File: config.mk
export PLATFORM = sky130hd
export DESIGN_NAME = async_sram_ctrl
export DESIGN_NICKNAME = d
export VERILOG_FILES = /design/src/rtl/async_sram_pkg.sv /design/src/rtl/async_sram_ctrl_fsm.sv /design/src/rtl/async_sram_ctrl_dp.sv /design/src/rtl/async_sram_ctrl.sv
export SDC_FILE = /design/constraint.sdc
export NUM_CORES = 1
export LEC_CHECK = 0
export BUFFER_PORTS_ARGS = -buffer_cell sky130_fd_sc_hd__buf_2
export CORE_MARGIN = 3
export CORE_UTILIZATION = 25
export CTS_BUF_LIST = sky130_fd_sc_hd__clkbuf_4 sky130_fd_sc_hd__clkbuf_8
export DETAILED_ROUTE_END_ITERATION = 16
export GPL_ROUTABILITY_DRIVEN = 0
export SLEW_MARGIN = 0
export SYNTH_ARGS = -nofsm -noshare
export SYNTH_HDL_FRONTEND = slang
export SYNTH_SLANG_ARGS = --single-unit
File: constraint.sdc
create_clock -name clk -period 2 [get_ports clk]
set_clock_uncertainty 0.15 [all_clocks]
set_input_delay 0 -clock clk [delete_from_list [all_inputs] [get_ports clk]]
set_output_delay 0 -clock clk [all_outputs]
set_load 0.03 [all_outputs]
File: src/rtl/async_sram_pkg.sv
package async_sram_pkg;

  typedef enum logic [2:0] {
    ST_IDLE,
    ST_TURN,
    ST_SETUP,
    ST_STROBE,
    ST_HOLD
  } seqState_t;

  // strobes from control to datapath
  typedef struct packed {
    logic load;      // latch request fields
    logic capture;   // sample read data this cycle
    logic rspZero;   // zero-mask read: answer with zero
    logic ceOn;
    logic weOn;
    logic oeOn;
    logic driveOn;
  } dpCtrl_t;

endpackage

File: src/rtl/async_sram_ctrl_fsm.sv
module async_sram_ctrl_fsm
  import async_sram_pkg::*;
#(
  parameter int SETUP_CYC  = 1,
  parameter int STROBE_CYC = 2,
  parameter int HOLD_CYC   = 1
) (
  input  logic    clk,
  input  logic    rstN,
  input  logic    reqValid,
  input  logic    reqWrite,
  input  logic    maskZero,
  output logic    reqReady,
  output dpCtrl_t ctrl
);

  localparam int MAX_AB  = (SETUP_CYC > STROBE_CYC) ? SETUP_CYC : STROBE_CYC;
  localparam int MAX_CYC = (MAX_AB > HOLD_CYC) ? MAX_AB : HOLD_CYC;
  localparam int CNT_W   = $clog2(MAX_CYC + 1);
  localparam logic [CNT_W-1:0] SETUP_LAST  = CNT_W'(SETUP_CYC - 1);
  localparam logic [CNT_W-1:0] STROBE_LAST = CNT_W'(STROBE_CYC - 1);
  localparam logic [CNT_W-1:0] HOLD_LAST   = CNT_W'(HOLD_CYC - 1);

  seqState_t        state;
  logic [CNT_W-1:0] cnt;
  logic             opWrite;
  logic             lastValid;
  logic             lastWrite;
  logic             accept;
  logic             needTurn;
  logic             inBus;

  assign reqReady = (state == ST_IDLE);
  assign accept   = reqValid && reqReady;
  assign needTurn = lastValid && (lastWrite != reqWrite);

  always_ff @(posedge clk) begin
    if (!rstN) begin
      state     <= ST_IDLE;
      cnt       <= '0;
      opWrite   <= 1'b0;
      lastValid <= 1'b0;
      lastWrite <= 1'b0;
    end else begin
      case (state)
        ST_IDLE: begin
          cnt <= '0;
          if (accept && !maskZero) begin
            opWrite <= reqWrite;
            state   <= needTurn ? ST_TURN : ST_SETUP;
          end
        end
        ST_TURN: state <= ST_SETUP;
        ST_SETUP: begin
          if (cnt == SETUP_LAST) begin
            cnt   <= '0;
            state <= ST_STROBE;
          end else begin
            cnt <= cnt + 1'b1;
          end
        end
        ST_STROBE: begin
          if (cnt == STROBE_LAST) begin
            cnt   <= '0;
            state <= ST_HOLD;
          end else begin
            cnt <= cnt + 1'b1;
          end
        end
        ST_HOLD: begin
          if (cnt == HOLD_LAST) begin
            cnt       <= '0;
            state     <= ST_IDLE;
            lastValid <= 1'b1;
            lastWrite <= opWrite;
          end else begin
            cnt <= cnt + 1'b1;
          end
        end
        default: state <= ST_IDLE;
      endcase
    end
  end

  assign inBus = (state == ST_SETUP) || (state == ST_STROBE) || (state == ST_HOLD);

  always_comb begin
    ctrl         = '0;
    ctrl.load    = accept;
    ctrl.rspZero = accept && maskZero && !reqWrite;
    ctrl.capture = (state == ST_STROBE) && !opWrite && (cnt == STROBE_LAST);
    ctrl.ceOn    = inBus;
    ctrl.weOn    = (state == ST_STROBE) && opWrite;
    ctrl.oeOn    = (state == ST_STROBE) && !opWrite;
    ctrl.driveOn = inBus && opWrite;
  end

endmodule

File: src/rtl/async_sram_ctrl_dp.sv
module async_sram_ctrl_dp
  import async_sram_pkg::*;
#(
  parameter int ADDR_W = 16,
  parameter int LANE_W = 8,
  parameter int LANES  = 2
) (
  input  logic                    clk,
  input  logic                    rstN,
  input  dpCtrl_t                 ctrl,
  input  logic [ADDR_W-1:0]       reqAddr,
  input  logic [LANES*LANE_W-1:0] reqWdata,
  input  logic [LANES-1:0]        reqMask,
  output logic                    rspValid,
  output logic [LANES*LANE_W-1:0] rspData,
  output logic [ADDR_W-1:0]       memAddr,
  output logic                    memCeN,
  output logic                    memWeN,
  output logic                    memOeN,
  output logic [LANES-1:0]        memBeN,
  output logic [LANES*LANE_W-1:0] memDqOut,
  output logic                    memDqOe,
  input  logic [LANES*LANE_W-1:0] memDqIn
);

  localparam int DATA_W = LANES * LANE_W;

  logic [ADDR_W-1:0] addrQ;
  logic [DATA_W-1:0] wdataQ;
  logic [LANES-1:0]  maskQ;
  logic [DATA_W-1:0] laneData;

  always_ff @(posedge clk) begin
    if (!rstN) begin
      addrQ  <= '0;
      wdataQ <= '0;
      maskQ  <= '0;
    end else if (ctrl.load) begin
      addrQ  <= reqAddr;
      wdataQ <= reqWdata;
      maskQ  <= reqMask;
    end
  end

  for (genvar g = 0; g < LANES; g++) begin : gLane
    assign laneData[g*LANE_W +: LANE_W] = maskQ[g] ? memDqIn[g*LANE_W +: LANE_W] : '0;
    assign memBeN[g] = !(ctrl.ceOn && maskQ[g]);
  end

  always_ff @(posedge clk) begin
    if (!rstN) begin
      rspValid <= 1'b0;
      rspData  <= '0;
    end else begin
      rspValid <= ctrl.capture || ctrl.rspZero;
      if (ctrl.capture) begin
        rspData <= laneData;
      end else if (ctrl.rspZero) begin
        rspData <= '0;
      end
    end
  end

  assign memAddr  = addrQ;
  assign memCeN   = !ctrl.ceOn;
  assign memWeN   = !ctrl.weOn;
  assign memOeN   = !ctrl.oeOn;
  assign memDqOut = wdataQ;
  assign memDqOe  = ctrl.driveOn;

endmodule

File: src/rtl/async_sram_ctrl.sv
module async_sram_ctrl
  import async_sram_pkg::*;
#(
  parameter int ADDR_W     = 16,
  parameter int LANE_W     = 8,
  parameter int LANES      = 2,
  parameter int SETUP_CYC  = 1,
  parameter int STROBE_CYC = 2,
  parameter int HOLD_CYC   = 1
) (
  input  logic                    clk,
  input  logic                    rstN,
  input  logic                    reqValid,
  output logic                    reqReady,
  input  logic                    reqWrite,
  input  logic [ADDR_W-1:0]       reqAddr,
  input  logic [LANES*LANE_W-1:0] reqWdata,
  input  logic [LANES-1:0]        reqMask,
  output logic                    rspValid,
  output logic [LANES*LANE_W-1:0] rspData,
  output logic [ADDR_W-1:0]       memAddr,
  output logic                    memCeN,
  output logic                    memWeN,
  output logic                    memOeN,
  output logic [LANES-1:0]        memBeN,
  output logic [LANES*LANE_W-1:0] memDqOut,
  output logic                    memDqOe,
  input  logic [LANES*LANE_W-1:0] memDqIn
);

  dpCtrl_t ctrl;
  logic    maskZero;

  assign maskZero = (reqMask == '0);

  async_sram_ctrl_fsm #(
    .SETUP_CYC (SETUP_CYC),
    .STROBE_CYC(STROBE_CYC),
    .HOLD_CYC  (HOLD_CYC)
  ) fsm_i (
    .clk     (clk),
    .rstN    (rstN),
    .reqValid(reqValid),
    .reqWrite(reqWrite),
    .maskZero(maskZero),
    .reqReady(reqReady),
    .ctrl    (ctrl)
  );

  async_sram_ctrl_dp #(
    .ADDR_W(ADDR_W),
    .LANE_W(LANE_W),
    .LANES (LANES)
  ) dp_i (
    .clk     (clk),
    .rstN    (rstN),
    .ctrl    (ctrl),
    .reqAddr (reqAddr),
    .reqWdata(reqWdata),
    .reqMask (reqMask),
    .rspValid(rspValid),
    .rspData (rspData),
    .memAddr (memAddr),
    .memCeN  (memCeN),
    .memWeN  (memWeN),
    .memOeN  (memOeN),
    .memBeN  (memBeN),
    .memDqOut(memDqOut),
    .memDqOe (memDqOe),
    .memDqIn (memDqIn)
  );

endmodule

# == Yosys cells after proc, flatten, opt, wreduce, memory -nomap -nowiden ==
# Index checks and enable logic that the tools add are counted.
# totals
regBits,59
in_bits,54
out_inout_bits,56
elab_cells,65
# classes
n_addsub,1
n_eq_ne,10
mux,13
n_reduce_logical,31
# op_table
operator,n
2-to-1 mux 16 bit,2
2-to-1 mux 8 bit,2
case mux 3 bit (5 select lines),1
2-to-1 mux 3 bit,4
logical AND 1 bit,11
zero test 1 bit,8
"== test 3 x 2 -> 1 bit, second input constant",2
2-to-1 mux 2 bit,3
"inequality test 2 x 1 -> 1 bit, second input constant",3
case mux 2 bit (3 select lines),1
zero test 2 bit,2
AND reduction 2 bit,2
AND reduction 4 bit,1
"== test 3 x 1 -> 1 bit, second input constant",1
"== test 3 bit, second input constant",1
zero test 3 bit,1
logical OR 1 bit,3
nonzero test 3 bit,1
"adder 2 x 1 -> 2 bit, second input constant",1
"== test 2 x 1 -> 1 bit, second input constant",1
"inequality test 2 bit, second input constant",1
nonzero test 2 bit,1
OR reduction 2 bit,1
inequality test 1 bit,1

# == Logic depth before layout (Yosys ltp) ==
# depth
depth_word,6
mapped_depth,6

# == Hierarchy ==
# Synthesis repeated with hierarchy kept, for this count alone.
# hier_totals
hier_cells,259
hier_area_um2,2633.8
# by_module_without_submodules
module,instances,cells_per_inst,area_per_inst_um2,seq_area_each_um2
async_sram_ctrl_dp,1,191,2054.5,1021.0
async_sram_ctrl_fsm,1,67,575.6,160.2
async_sram_ctrl,1,1,3.8,0.0

# == Worst setup path after synthesis ==
# No wires, ideal clock.
# synth_timing
path_type,register to register
from,register fsm_i.state[1]
to,register dp_i.rspData[10]
setup_time_ns,0.117
t_arrival_ns,1.444
required_ns,1.733
path_slack_ns,0.290
path_stages_with_launch,6
path_buffers,2
synth_period_minus_slack_ns,1.710
path_cell_list,dfxtp_1 > buf_4 > nor4bb_2 > a221oi_2 > buf_6 > a22o_1
# synth_between
elab_chain_len,5
word_cells_on_any_way,9
classes_between,eq/ne (1); mux (1); reduce/logical (7)
# synth_lines
element,line,source
from (decl),async_sram_ctrl_fsm.sv:24,seqState_t state;
from (signal assigned),async_sram_ctrl_fsm.sv:50,state <= needTurn ? ST_TURN : ST_SETUP;
zero test 3 bit,async_sram_ctrl_fsm.sv:33,assign reqReady = (state == ST_IDLE);
logical AND 1 bit,async_sram_ctrl_fsm.sv:34,assign accept = reqValid && reqReady;
logical AND 1 bit (2 in series),async_sram_ctrl_fsm.sv:90,ctrl.rspZero = accept && maskZero && !reqWrite;
nonzero test 2 bit (no line),n/a,
to (signal assigned),async_sram_ctrl_dp.sv:57,rspData <= laneData;
to (decl),async_sram_ctrl_dp.sv:15,"output logic [LANES*LANE_W-1:0] rspData,"
# Several ways; a longest one is shown, not always the timed one.
# A chain may end at the register's enable or synchronous reset.

# == Worst setup path in the final report ==
# layout_timing
from,register fsm_i.state[0]
to,output port memDqOe
# layout_between
elab_chain_len,4
word_cells_on_any_way,6
classes_between,eq/ne (3); reduce/logical (3)
# layout_lines
element,line,source
== test 3 x 2 -> 1 bit,async_sram_ctrl_fsm.sv:85,assign inBus = (state == ST_SETUP) || (state == ST_STROBE) || (state == ST_HOLD);
logical OR 1 bit,async_sram_ctrl_fsm.sv:85,
logical OR 1 bit (*),async_sram_ctrl_fsm.sv:85,
logical AND 1 bit (*),async_sram_ctrl_fsm.sv:95,ctrl.driveOn = inBus && opWrite;
to (decl),async_sram_ctrl.sv:27,"output logic memDqOe,"
# Every way passes the cells marked *; elsewhere a longest branch is shown, timed or not.

==> summary.txt <==
Status
  • Status: finished, final reports clean

Route
  • Vias/cell: 4.47
  • DRC violations left: 0
  • Drt initial violations: 59
  • DRT antenna net count: 0
  • Wire length per cell: 13.4 um
  • Routed Wire Length: 7.15 mm
  • Drt pass-1 iters: 4
  • Via count: 2381

Worst setup path
  • Critical Path AT: 1.68 ns
  • R2R Setup Slk: 0.28 ns
  • Startpoint class of the critical path: flip-flop
  • Critical path class: reg2out
  • R2R cell count: 5
  • CP max stage cell: dfxtp_1
  • Worst path cell trace: buf_4 > nor2_1 > a21o_1 > and2_1 > buf_2
  • Largest stage delay, worst path: 0.49 ns
  • Crit Path Max Fanout: 9
  • CP endpoint kind: primary output
  • CP Data Required Time: 1.85 ns

STA
  • Setup ws final: 0.169 ns
  • Period Utilization, post-route: 91.6%
  • Worst-Margin Slew: 0.455 ns
  • Final hold violations: 0
  • Minimum period implied by the final worst setup slack: 1.83 ns
  • RSZ-0062 raised after global routing: no
  • Setup tns final: 0 ns
  • Max_slew headroom: 69.7%
  • Setup Viol. Count Final: 0
  • Fin. max-slew vios: 0
  • Fmax achieved: 0.546 GHz

Yosys
  • Largest area contributor in the netlist: dfxtp_1
  • Synth area leaders: dfxtp_1 52%, nand2_1 12%, a21oi_1 8.1%
  • Mapped cell area: 2290 um2
  • Post-synth top flop: dfxtp_1
  • Gate Count Post-Synth: 259
  • EDFF count, synth: 0
  • Synth Register Bits: 59
  • Async SR Flop Fraction: 0%
  • Synthesized net count: 317
  • Ys Warns: 0
  • Post-Syn Area per Cell: 8.84 um2
  • Synth cell types: 38
  • Yosys top cell area share: 51.6%
  • Register area share after synthesis: 51.6%

GRT
  • GR Util All Layers: 13.8%
  • GR peak layer: met2
  • Overflow after GRT: 0
  • Largest net degree at the start of global routing: 41
  • Vias in the first global route: 2389
  • Initial antenna violation count: 0
  • M3 GR Usage: 4.20%
  • GR met1 Demand/Resource: 16.0%
  • First-pass GRT wire length: 11.1 mm
  • GR Layer Usage met2: 23.2%

Hold path
  • Hold depth: 3
  • Worst Hold Class: in2reg

Power and ir drop
  • Static leakage: 1.69 nW
  • Maximum vdd ir drop: 320 uV
  • PD cells: 782 nW/um2

Floorplan
  • Row count: 34
  • Die Y: 102 um
  • Die ar.: 10300 um2
  • Die X: 102 um
  • Ports: 110
  • Initial Util: 26.0%
  • Core box area: 8810 um2

Clock network
  • Clock buffer depth: 2
  • TritonCTS clock tree: built
  • Setup Buffers After CTS: 0
  • CTS H-Tree Depth: 3
  • Worst skew pair latency: 0.32 ns
  • Root buf cell: clkbuf_8
  • CTS sink cnt: 59
  • Reg clk slew, reported paths: 0.07 ns
  • CTS Buf Count: 9

Layout
  • Commonest cells after routing, fill and taps aside: 109 x buf_2, 72 x nand2_1, 59 x dfxtp_1
  • # fillers: 865
  • Layout area overhead: 61.1%
  • Layout cell share with drive strength beyond 1: 32.5%
  • Leading cell type in the layout, fill and taps excluded: buf_2
  • Final nets: 480
  • N_diodes: 0

Placed design
  • HPWL Detailed: 4.40 mm
  • IO Port Bufs: 109
  • DP Worst Slack: 0.124 ns

Job
  • Max-Cap Viols: 0
metrics by stage:
stage | std cells | hold slack (ns) | util (%) | area, um2 | power, mW
2_1_floorplan | 259 | -0.0283 | - | 2290 | 1.55
3_3_place_gp | 466 | 0.0666 | 33.5 | 2950 | 1.71
4_1_cts | 533 | 0.246 | 41.8 | 3680 | 2.92
6_report | 533 | 0.272 | 41.9 | 3690 | 2.88
5_1_grt | 533 | 0.253 | 41.9 | 3690 | 3.02
3_5_place_dp | 466 | 0.0649 | 33.5 | 2950 | 1.71
layout make-up:
cell class                      count  area (um2)  area share (%)
Clock buffer                       12         165            4.48
Clock inverter                      2        35.0           0.950
Inverter                            5        18.8           0.509
Multi-Input combinational cell    176        1010            27.3
Sequential cell                    59        1180            32.0
Tap cell                          108         135            3.66
Timing Repair Buffer              171        1140            31.0
cells by family (layout without fill, tap and decap cells):
kind of cell	Yosys count	count (layout)	synth area share [%]
AO/OA/AOI/OAI	64	64	17.7
adder cells (fa/ha/maj)	4	4	2.19
buffers and inverters	24	190	4.70
AND/OR/NAND/NOR	104	104	22.1
XOR/XNOR	2	2	0.766
flip-flops	59	59	51.6
multiplexers	2	2	0.929
synthesized netlist by cell type (2+ instances only):
cell type and instances:
a21oi_1 37, a22o_1 16, a31oi_1 2, and2_1 2, and4_1 2, buf_2 5, clkbuf_1 12, dfxtp_1 59
ha_1 4, inv_1 5, nand2_1 72, nand3_1 4, nand3b_1 3, nor2_1 6, nor2b_1 2, nor3_1 2
o21ai_0 4, xor2_1 2
flip-flops by register name, indices dropped and copies added (netlist names), 2 cells and up:
signal,count
dp_i.memDqOut,16
dp_i.maskQ,2
dp_i.memAddr,16
fsm_i.state,3
fsm_i.cnt,2
dp_i.rspData,16
worst max-delay path, delay by kind of cell, from the launching register on:
family / cells / cell delay [ns]
flops: 1 / 0.49
buf+inv: 2 / 0.39
simple gates: 2 / 0.25
compound gates: 1 / 0.23
worst paths after layout:
kind / to / startpoint
max: memDqOe / fsm_i.state[0]
min: dp_i.rspData[7] / memDqIn[7]
max reg2reg: fsm_i.state[2] / fsm_i.cnt[0]
min reg2reg: dp_i.memDqOut[13] / dp_i.memDqOut[13]
what timing repair did:
| item | in CTS | in global routing |
|---|---|---|
| resized for setup | 0 | 1 |
| setup endpoints to repair | 0 | 2 |
| hold endpoints to repair | 54 | 0 |
| hold buffers | 53 | 0 |
power by group:
part | internal, mW | leakage [nW] | total, mW | switching [mW]
combinational | 0.216 | 1.10 | 0.512 | 0.296
sequential | 1.23 | 0.481 | 1.26 | 0.0310
clock | 0.662 | 0.104 | 1.11 | 0.449
total | 2.11 | 1.69 | 2.88 | 0.776
routing by layer:
metal	up-vias	part of all wire, %
met3	13	7.3
met5	-	0
met2	88	45
li1	1211	-
met1	1069	46
met4	0	1.7
Power figures use the tool's default switching activity.
